`src/rtl/tmr8_pkg.sv`:
```
package tmr8_pkg;
  localparam int ADDR_W = 3;

  typedef enum logic [ADDR_W-1:0] {
    REG_CTRL = 3'd0,
    REG_STAT = 3'd1,
    REG_CMPA = 3'd2,
    REG_CMPB = 3'd3,
    REG_CNT  = 3'd4
  } reg_sel_e;

  // clear-select codes (control bits 4:3)
  localparam logic [1:0] CLR_ON_A = 2'b01;
  localparam logic [1:0] CLR_ON_B = 2'b10;

  // internal flag vector order: {cmpb, cmpa, ovf}; maps to status/enable bits 7:5
  localparam int FLAG_LSB = 5;
  localparam int NFLAG    = 3;
endpackage

```
`src/rtl/tmr8_prescaler.sv`:
```
module tmr8_prescaler #(
  parameter int DIV1_LOG = 3,
  parameter int DIV2_LOG = 6,
  parameter int DIV3_LOG = 13
) (
  input  logic       clk,
  input  logic       rst,
  output logic [2:0] tick
);
  localparam int PS_W = DIV3_LOG;

  logic [PS_W-1:0] ps_q;

  always_ff @(posedge clk) begin
    if (rst) ps_q <= '0;
    else     ps_q <= ps_q + 1'b1;
  end

  // each tap pulses for one cycle when its low bits are all ones
  for (genvar i = 0; i < 3; i++) begin : g_tap
    localparam int L = (i == 0) ? DIV1_LOG : (i == 1) ? DIV2_LOG : DIV3_LOG;
    assign tick[i] = &ps_q[L-1:0];
  end
endmodule

```
`src/rtl/tmr8_match.sv`:
```
module tmr8_match #(
  parameter int         W        = 8,
  parameter logic [1:0] CLR_CODE = 2'b01
) (
  input  logic [W-1:0] cnt,
  input  logic [W-1:0] konst,
  input  logic [1:0]   clr_sel,
  output logic         hit,
  output logic         clr_req
);
  assign hit     = (cnt >= konst);
  assign clr_req = hit && (clr_sel == CLR_CODE);
endmodule

```
`src/rtl/tmr8_counter.sv`:
```
module tmr8_counter #(
  parameter int W = 8
) (
  input  logic         clk,
  input  logic         rst,
  input  logic         load,
  input  logic [W-1:0] load_val,
  input  logic         clr,
  input  logic         inc,
  output logic [W-1:0] cnt_q,
  output logic         wrap
);
  // priority: bus load, then compare clear, then increment
  assign wrap = inc && !load && !clr && (&cnt_q);

  always_ff @(posedge clk) begin
    if (rst)       cnt_q <= '0;
    else if (load) cnt_q <= load_val;
    else if (clr)  cnt_q <= '0;
    else if (inc)  cnt_q <= cnt_q + 1'b1;
  end
endmodule

```
`src/rtl/tmr8_timer.sv`:
```
module tmr8_timer
  import tmr8_pkg::*;
#(
  parameter int DATA_W   = 8,
  parameter int DIV1_LOG = 3,
  parameter int DIV2_LOG = 6,
  parameter int DIV3_LOG = 13
) (
  input  logic              clk,
  input  logic              rst,
  input  logic              bus_wr,
  input  logic [ADDR_W-1:0] bus_addr,
  input  logic [DATA_W-1:0] bus_wdata,
  output logic [DATA_W-1:0] bus_rdata,
  output logic              irq_cmpb,
  output logic              irq_cmpa,
  output logic              irq_ovf
);
  localparam logic [1:0] CLR_CODES [2] = '{CLR_ON_A, CLR_ON_B};

  logic [DATA_W-1:0] ctrl_q;
  logic [DATA_W-1:0] cmp_q [2];
  logic [NFLAG-1:0]  flags_q;
  logic [DATA_W-1:0] cnt_q;
  logic [2:0]        tick;
  logic [1:0]        hit, clr_req;
  logic              tick_sel, wrap;

  wire [2:0] clk_sel = ctrl_q[2:0];
  wire [1:0] clr_sel = ctrl_q[4:3];
  wire [NFLAG-1:0] irq_en = ctrl_q[FLAG_LSB +: NFLAG];

  wire wr_ctrl = bus_wr && (bus_addr == REG_CTRL);
  wire wr_stat = bus_wr && (bus_addr == REG_STAT);
  wire wr_cnt  = bus_wr && (bus_addr == REG_CNT);

  tmr8_prescaler #(
    .DIV1_LOG(DIV1_LOG), .DIV2_LOG(DIV2_LOG), .DIV3_LOG(DIV3_LOG)
  ) u_pre (
    .clk(clk), .rst(rst), .tick(tick)
  );

  always_comb begin
    case (clk_sel)
      3'd1:    tick_sel = tick[0];
      3'd2:    tick_sel = tick[1];
      3'd3:    tick_sel = tick[2];
      default: tick_sel = 1'b0;
    endcase
  end

  for (genvar c = 0; c < 2; c++) begin : g_cmp
    wire wr_k = bus_wr && (bus_addr == ((c == 0) ? REG_CMPA : REG_CMPB));

    always_ff @(posedge clk) begin
      if (rst)       cmp_q[c] <= '1;
      else if (wr_k) cmp_q[c] <= bus_wdata;
    end

    tmr8_match #(.W(DATA_W), .CLR_CODE(CLR_CODES[c])) u_match (
      .cnt(cnt_q), .konst(cmp_q[c]), .clr_sel(clr_sel),
      .hit(hit[c]), .clr_req(clr_req[c])
    );
  end

  tmr8_counter #(.W(DATA_W)) u_cnt (
    .clk(clk), .rst(rst),
    .load(wr_cnt), .load_val(bus_wdata),
    .clr(|clr_req), .inc(tick_sel),
    .cnt_q(cnt_q), .wrap(wrap)
  );

  always_ff @(posedge clk) begin
    if (rst)          ctrl_q <= '0;
    else if (wr_ctrl) ctrl_q <= bus_wdata;
  end

  // sticky flags: a zero written clears, a set condition wins
  always_ff @(posedge clk) begin
    if (rst) flags_q <= '0;
    else     flags_q <= (wr_stat ? (flags_q & bus_wdata[FLAG_LSB +: NFLAG]) : flags_q)
                        | {hit[1], hit[0], wrap};
  end

  always_ff @(posedge clk) begin
    if (rst) bus_rdata <= '0;
    else begin
      case (bus_addr)
        REG_CTRL: bus_rdata <= ctrl_q;
        REG_STAT: bus_rdata <= {flags_q, {FLAG_LSB{1'b0}}};
        REG_CMPA: bus_rdata <= cmp_q[0];
        REG_CMPB: bus_rdata <= cmp_q[1];
        REG_CNT:  bus_rdata <= cnt_q;
        default:  bus_rdata <= '0;
      endcase
    end
  end

  assign irq_cmpb = flags_q[2] & irq_en[2];
  assign irq_cmpa = flags_q[1] & irq_en[1];
  assign irq_ovf  = flags_q[0] & irq_en[0];
endmodule


```
`config.mk`:
```
export PLATFORM = sky130hd
export DESIGN_NAME = tmr8_timer
export DESIGN_NICKNAME = d
export VERILOG_FILES = /design/src/rtl/tmr8_pkg.sv /design/src/rtl/tmr8_prescaler.sv /design/src/rtl/tmr8_match.sv /design/src/rtl/tmr8_counter.sv /design/src/rtl/tmr8_timer.sv
export SDC_FILE = /design/constraint.sdc
export NUM_CORES = 1
export LEC_CHECK = 0
export ABC_AREA = 1
export BUFFER_PORTS_ARGS = -buffer_cell sky130_fd_sc_hd__buf_4
export CAP_MARGIN = 30
export CORE_MARGIN = 3
export CORE_UTILIZATION = 45
export DETAILED_ROUTE_END_ITERATION = 8
export SLEW_MARGIN = 5
export SYNTH_ARGS = -nofsm -noshare
export SYNTH_HDL_FRONTEND = slang
export SYNTH_HIERARCHICAL = 1
export SYNTH_SLANG_ARGS = --single-unit
```
`constraint.sdc`:
```
create_clock -name clk -period 6.35 [get_ports clk]
set_input_delay 0.3175 -clock clk [delete_from_list [all_inputs] [get_ports clk]]
set_output_delay 0.3175 -clock clk [all_outputs]
set_load 0.02 [all_outputs]
```
Word level (Yosys, flattened, before mapping). Memories as Yosys holds them, arrays and structs flattened. Index checks and enable logic that the tools add are counted.

Order comparisons: 2. Reduce and logical (&&, ||, !) cells: 19. Bitwise logic cells: 7. Equal/unequal tests: 9. $add $sub $neg: 2. Muxes and demuxes: 16.

Operator list (number): $mux 8 (5); $pmux 8 s5 (1); $ge 8x8->1 (2); $add 13x1->13 const B (1); $reduce_and 13->1 (1); $eq 3x2->1 const B (4); $logic_and 1x1->1 (10); $add 8x1->8 const B (1); $mux 1 (8); $reduce_and 8->1 (1); $eq 3x1->1 const B (2); $reduce_and 6->1 (1); $and 1x1->1 (3); $and 3x3->3 (1); $eq 3x3->1 const B (1); $logic_not 3->1 (1); $mux 3 (1); $or 3x3->3 (1); $pmux 1 s3 (1); $reduce_and 3->1 (1); $reduce_bool 3->1 (1); $eq 2x1->1 const B (1); $eq 2x2->1 const B (1); $logic_not 1->1 (2); other kinds (2) (3).

Memories: 1. Output and inout bits: 11. Word-level logic and storage cells: 61. Input port bits: 14. RAM bits: 16. Register bits after elaboration: 40.

Memory list: cmp_q (words 2, bits a word 8, rd ports 2, clocked after Yosys merged registers in 0, write ports 2, line tmr8_timer.sv:22) `logic [DATA_W-1:0] cmp_q [2];`.

Depth between registers and ports, before layout.
Word-level depth: 7. Depth in mapped cells: 19. Gate-level depth less buffers: 19.

By module. Netlist, hierarchy kept.

Modules (own cells, without submodules): tmr8_timer (instances 1, area an instance 1636.6 um^2, cells each 198); tmr8_prescaler (instances 1, area an instance 630.6 um^2, cells each 85); tmr8_counter (instances 1, area an instance 539.3 um^2, cells each 80); tmr8_match (instances 2, area an instance 234.0 um^2, cells each 39).

Worst setup path before layout. Ideal clock, no wire load.

Path type: register to register. From: register u_cnt.cnt_q[5]. To: register flags_q[0]. Required time: 6.285 ns. Stages on the path, launching flop included: 16. Data arrival time: 2.077 ns. Setup slack: 4.208 ns. Cell sequence: dfxtp_1 -> ha_1 -> a21oi_1 -> nor2_1 -> nor2_1 -> nand3_2 -> nand2_1 -> inv_1 -> or2_2 -> nor2_8 -> inv_2 -> nor2_1 -> nand2_1 -> nor3_1 -> a21oi_1 -> nor2_1.

Longest elaborated chain between the ends: 7.

Ends and longest elaborated chain: from (decl) (line tmr8_counter.sv:10) `output logic [W-1:0] cnt_q,`; from (signal assigned) (line tmr8_counter.sv:18) `else if (load) cnt_q <= load_val;`; from (signal assigned) (line tmr8_counter.sv:20) `else if (inc) cnt_q <= cnt_q + 1'b1;`; $ge 8x8->1 (line tmr8_match.sv:11) `assign hit = (cnt >= konst);`; via hit[1] (line tmr8_timer.sv:26) `logic [1:0] hit, clr_req;`; $logic_and 1x1->1 (line tmr8_match.sv:12) `assign clr_req = hit && (clr_sel == CLR_CODE);`; via clr_req[1] (line tmr8_timer.sv:26); $reduce_or 2->1 (line tmr8_timer.sv:69) `.clr(|clr_req), .inc(tick_sel),`; $logic_not 1->1 (line tmr8_counter.sv:14) `assign wrap = inc && !load && !clr && (&cnt_q);`; $logic_and 1x1->1 (2 in series) (line tmr8_counter.sv:14); via wrap (line tmr8_timer.sv:27) `logic tick_sel, wrap;`; $or 3x3->3 (line tmr8_timer.sv:82) `| {hit[1], hit[0], wrap};`; to (signal assigned) (line tmr8_timer.sv:81) `else flags_q <= (wr_stat ? (flags_q & bus_wdata[FLAG_LSB +: NFLAG]) : flags_q)`; to (decl) (line tmr8_timer.sv:23) `logic [NFLAG-1:0] flags_q;`.

The timed path passes the listed nets, and every way through them passes these cells. A chain may end at the register's enable or synchronous reset.

Worst setup path after layout. Same ends and word-level chain as after synthesis.

==> flow_metrics.env <==
export IMPL_max_freq_mhz=386.6
export IMPL_synth_enable_flop_cells=16
export IMPL_synth_cell_types=34
export IMPL_peakVddDrop_mv=0.1007
export IMPL_cts_buffer_depth=2
export IMPL_antenna_found_initial=0
export IMPL_min_period_ps=2587
export IMPL_dpl_hpwl_um=6291
export IMPL_yosysWarnings=6
export IMPL_htreeDepth=2
export IMPL_cp_required_ps=6610
export IMPL_met3_usage_pct=3.065
export IMPL_clock_skew_ps=9.468
export IMPL_crit_path_end_kind="register"
export IMPL_drt_wl_total_um=8086
export IMPL_layout_nets=497
export IMPL_hp_class="input port to register"
export IMPL_outcome="completed"
export IMPL_synth_area_leaders="dfxtp_1, edfxtp_1, nand2_1"
export IMPL_ys_seq_area_share_pct=39.13
export IMPL_netlist_area_um2=3274
export IMPL_synth_nets=474
export IMPL_port_buffers=24
export IMPL_ctsHoldBuffers=0
export IMPL_rsz0062_at_grt="false"
export IMPL_root_buffer="clkbuf_8"
export IMPL_grt_overflow=0
export IMPL_wl_per_cell_um=14.41
export IMPL_path_max_fanout=9
export IMPL_ioPinCount=25
export IMPL_postCtsSetupBuffers=0
export IMPL_cts_resized=0
export IMPL_tns_ps=0
export IMPL_ant_nets=0
export IMPL_cp_arrival_ps=2850
export IMPL_dieWidth_um=91.30
export IMPL_die_area_um2=8336
export IMPL_grt_pass1_vias=2724
export IMPL_worstMarginPinSlew_ps=769.6
export IMPL_relSlewSlack_pct=48.51
export IMPL_insertion_delay_ps=310
export IMPL_grt_pass1_wl_um=13580
export IMPL_coreArea_um2=6907
export IMPL_firstDrtPassIters=5
export IMPL_antennaDiodeCount=0
export IMPL_synthArstFlopShare_pct=0
export IMPL_yosysMostFrequentCell="nand2_1"
export IMPL_initial_core_util_pct=47.41
export IMPL_hold_viol=0
export IMPL_via_count=2856
export IMPL_clkSlewWorstSetupHoldPaths_ps=100
export IMPL_fp_dieH_um=91.30
export IMPL_ys_ff_latch=56
export IMPL_startpoint_type="register"
export IMPL_synth_commonest_cells="nand2_1, inv_1, nor2_1"
export IMPL_gp_congestion=0.8782
export IMPL_cts_sinks=56
export IMPL_total_leakage_power_nw=1.657
export IMPL_grt_use_total_pct=20.64
export IMPL_finalSetupViolCount=0
export IMPL_crit_type="register to register"
export IMPL_drive_above_1_share_pct=13.76
export IMPL_synth_top_area_share_pct=24.46
export IMPL_syn_area_per_cell_um2=7.425
export IMPL_max_cap_violations=0
export IMPL_synth_top_area_cell="dfxtp_1"
export IMPL_finalMaxSlewViolations=0
export IMPL_grt_start_max_net_pins=32
export IMPL_p_total_uw=695.0
export IMPL_numCtsBuffers=5
export IMPL_grt_busiest_layer="met2"
export IMPL_area_growth_pct=10.55
export IMPL_drc=0
export IMPL_syn_inst=441
export IMPL_drt_initial_drc_count=182
export IMPL_gr_usage_met1_pct=29.95
export IMPL_synth_ff_type="dfxtp_1"
export IMPL_powerDensity_nw_per_um2=192.0
export IMPL_grt_use_met2_pct=31.27
export IMPL_post_route_period_util_pct=40.74
export IMPL_std_cell_rows=30
export IMPL_viasPerCell=5.091
export IMPL_cts_tree="yes"
per-layer routing:
metal,wire length [um],share of wire (%),vias to the layer above
met2,3584,44,83
met4,164,2.0,0
met3,406,5.0,16
li1,-,-,1466
met1,3930,49,1291
met5,0,0,-
where the power goes:
part	total, mW	leakage, nW	switching, mW	internal (mW)
clock network	0.216	0.0534	0.114	0.101
registers	0.394	0.484	0.0128	0.381
logic	0.0852	1.12	0.0558	0.0294
total	0.695	1.66	0.183	0.512
kinds of logic after synthesis:
kind of cell               share of synthesized area, %
AOI/OAI and AO/OA                                 10.05
xor gates and xnor gates                         0.5351
adders and majority gates                         7.260
buffers and inverters                             10.93
DFF                                               39.13
and+or+nand+nor                                   32.10
layout by cell type (no fill, tap or decap), types with 2 or more instances in the layout:
master    synthesis  final
nand3_2           4      4
nor3_4            3      3
inv_2             6      6
nor2_2            4      4
nor3_1            2      2
nor2_1           47     47
inv_1            68     68
ha_1             19     19
a21o_1            2      2
a21oi_1          34     34
edfxtp_1         16     16
nand3_1          38     38
nand2_2           3      3
a22oi_1           3      3
or2_2             2      2
xnor2_1           2      2
dfxtp_1          40     40
buf_4             2     27
nand2_1          94     94
nand4_1          11     11
nor2_4            5      5
clkbuf_8          0      5
o21ai_0          17     17
o21bai_1          2      2
worst paths after layout:
path                  start              to  slack, ps  cells past startpoint
max reg2reg  u_cnt/cnt_q[5]      flags_q[0]       3760                     15
max          u_cnt/cnt_q[5]      flags_q[0]       3760                     15
min            bus_wdata[4]  u_cnt/cnt_q[4]        290                      3
min reg2reg   u_pre/ps_q[0]   u_pre/ps_q[0]        470                      1
cell type report:
| class | instances | area (um^2) |
|---|---|---|
| Inverter | 74 | 277.8 |
| Multi-Input combinational cell | 300 | 1635 |
| Clock buffer | 7 | 97.59 |
| Fill cell | 723 | 3287 |
| Tap cell | 96 | 120.1 |
| Timing Repair Buffer | 27 | 202.7 |
| Sequential cell | 56 | 1281 |
| Clock inverter | 1 | 5.005 |
worst max-delay path: stages (launching register included):
cell and delay (ps):
dfxtp_1 530, ha_1 310, a21oi_1 150, nor2_1 50, nor2_1 120, nand3_2 120
nand2_1 70, inv_1 40, or2_2 320, nor2_8 200, inv_2 60, nor2_1 160
nand2_1 70, nor3_1 200, a21oi_1 60, nor2_1 80
stage by stage:
step / utilization [%] / instances / worst slack [ps] / hold slack (ps) / cell area [um^2]
global placement: 50.92 / 553 / 3790 / 446.3 / 3517
CTS: 52.41 / 561 / 3794 / 291.0 / 3620
detailed placement: 50.92 / 553 / 3812 / 457.8 / 3517
floorplan: - / 441 / 4208 / 430.0 / 3274
finish: 52.41 / 561 / 3763 / 289.5 / 3620
global route: 52.41 / 561 / 3460 / 309.5 / 3620
flip-flops by register name, summed over array words and instances, names as in the netlist:
| signal | flops |
|---|---|
| u_pre/ps_q | 13 |
| flags_q | 3 |
| bus_rdata | 8 |
| u_cnt/cnt_q | 8 |
| ctrl_q | 8 |
| cmp_q | 16 |
No activity file was read; power rests on OpenSTA's default activity.
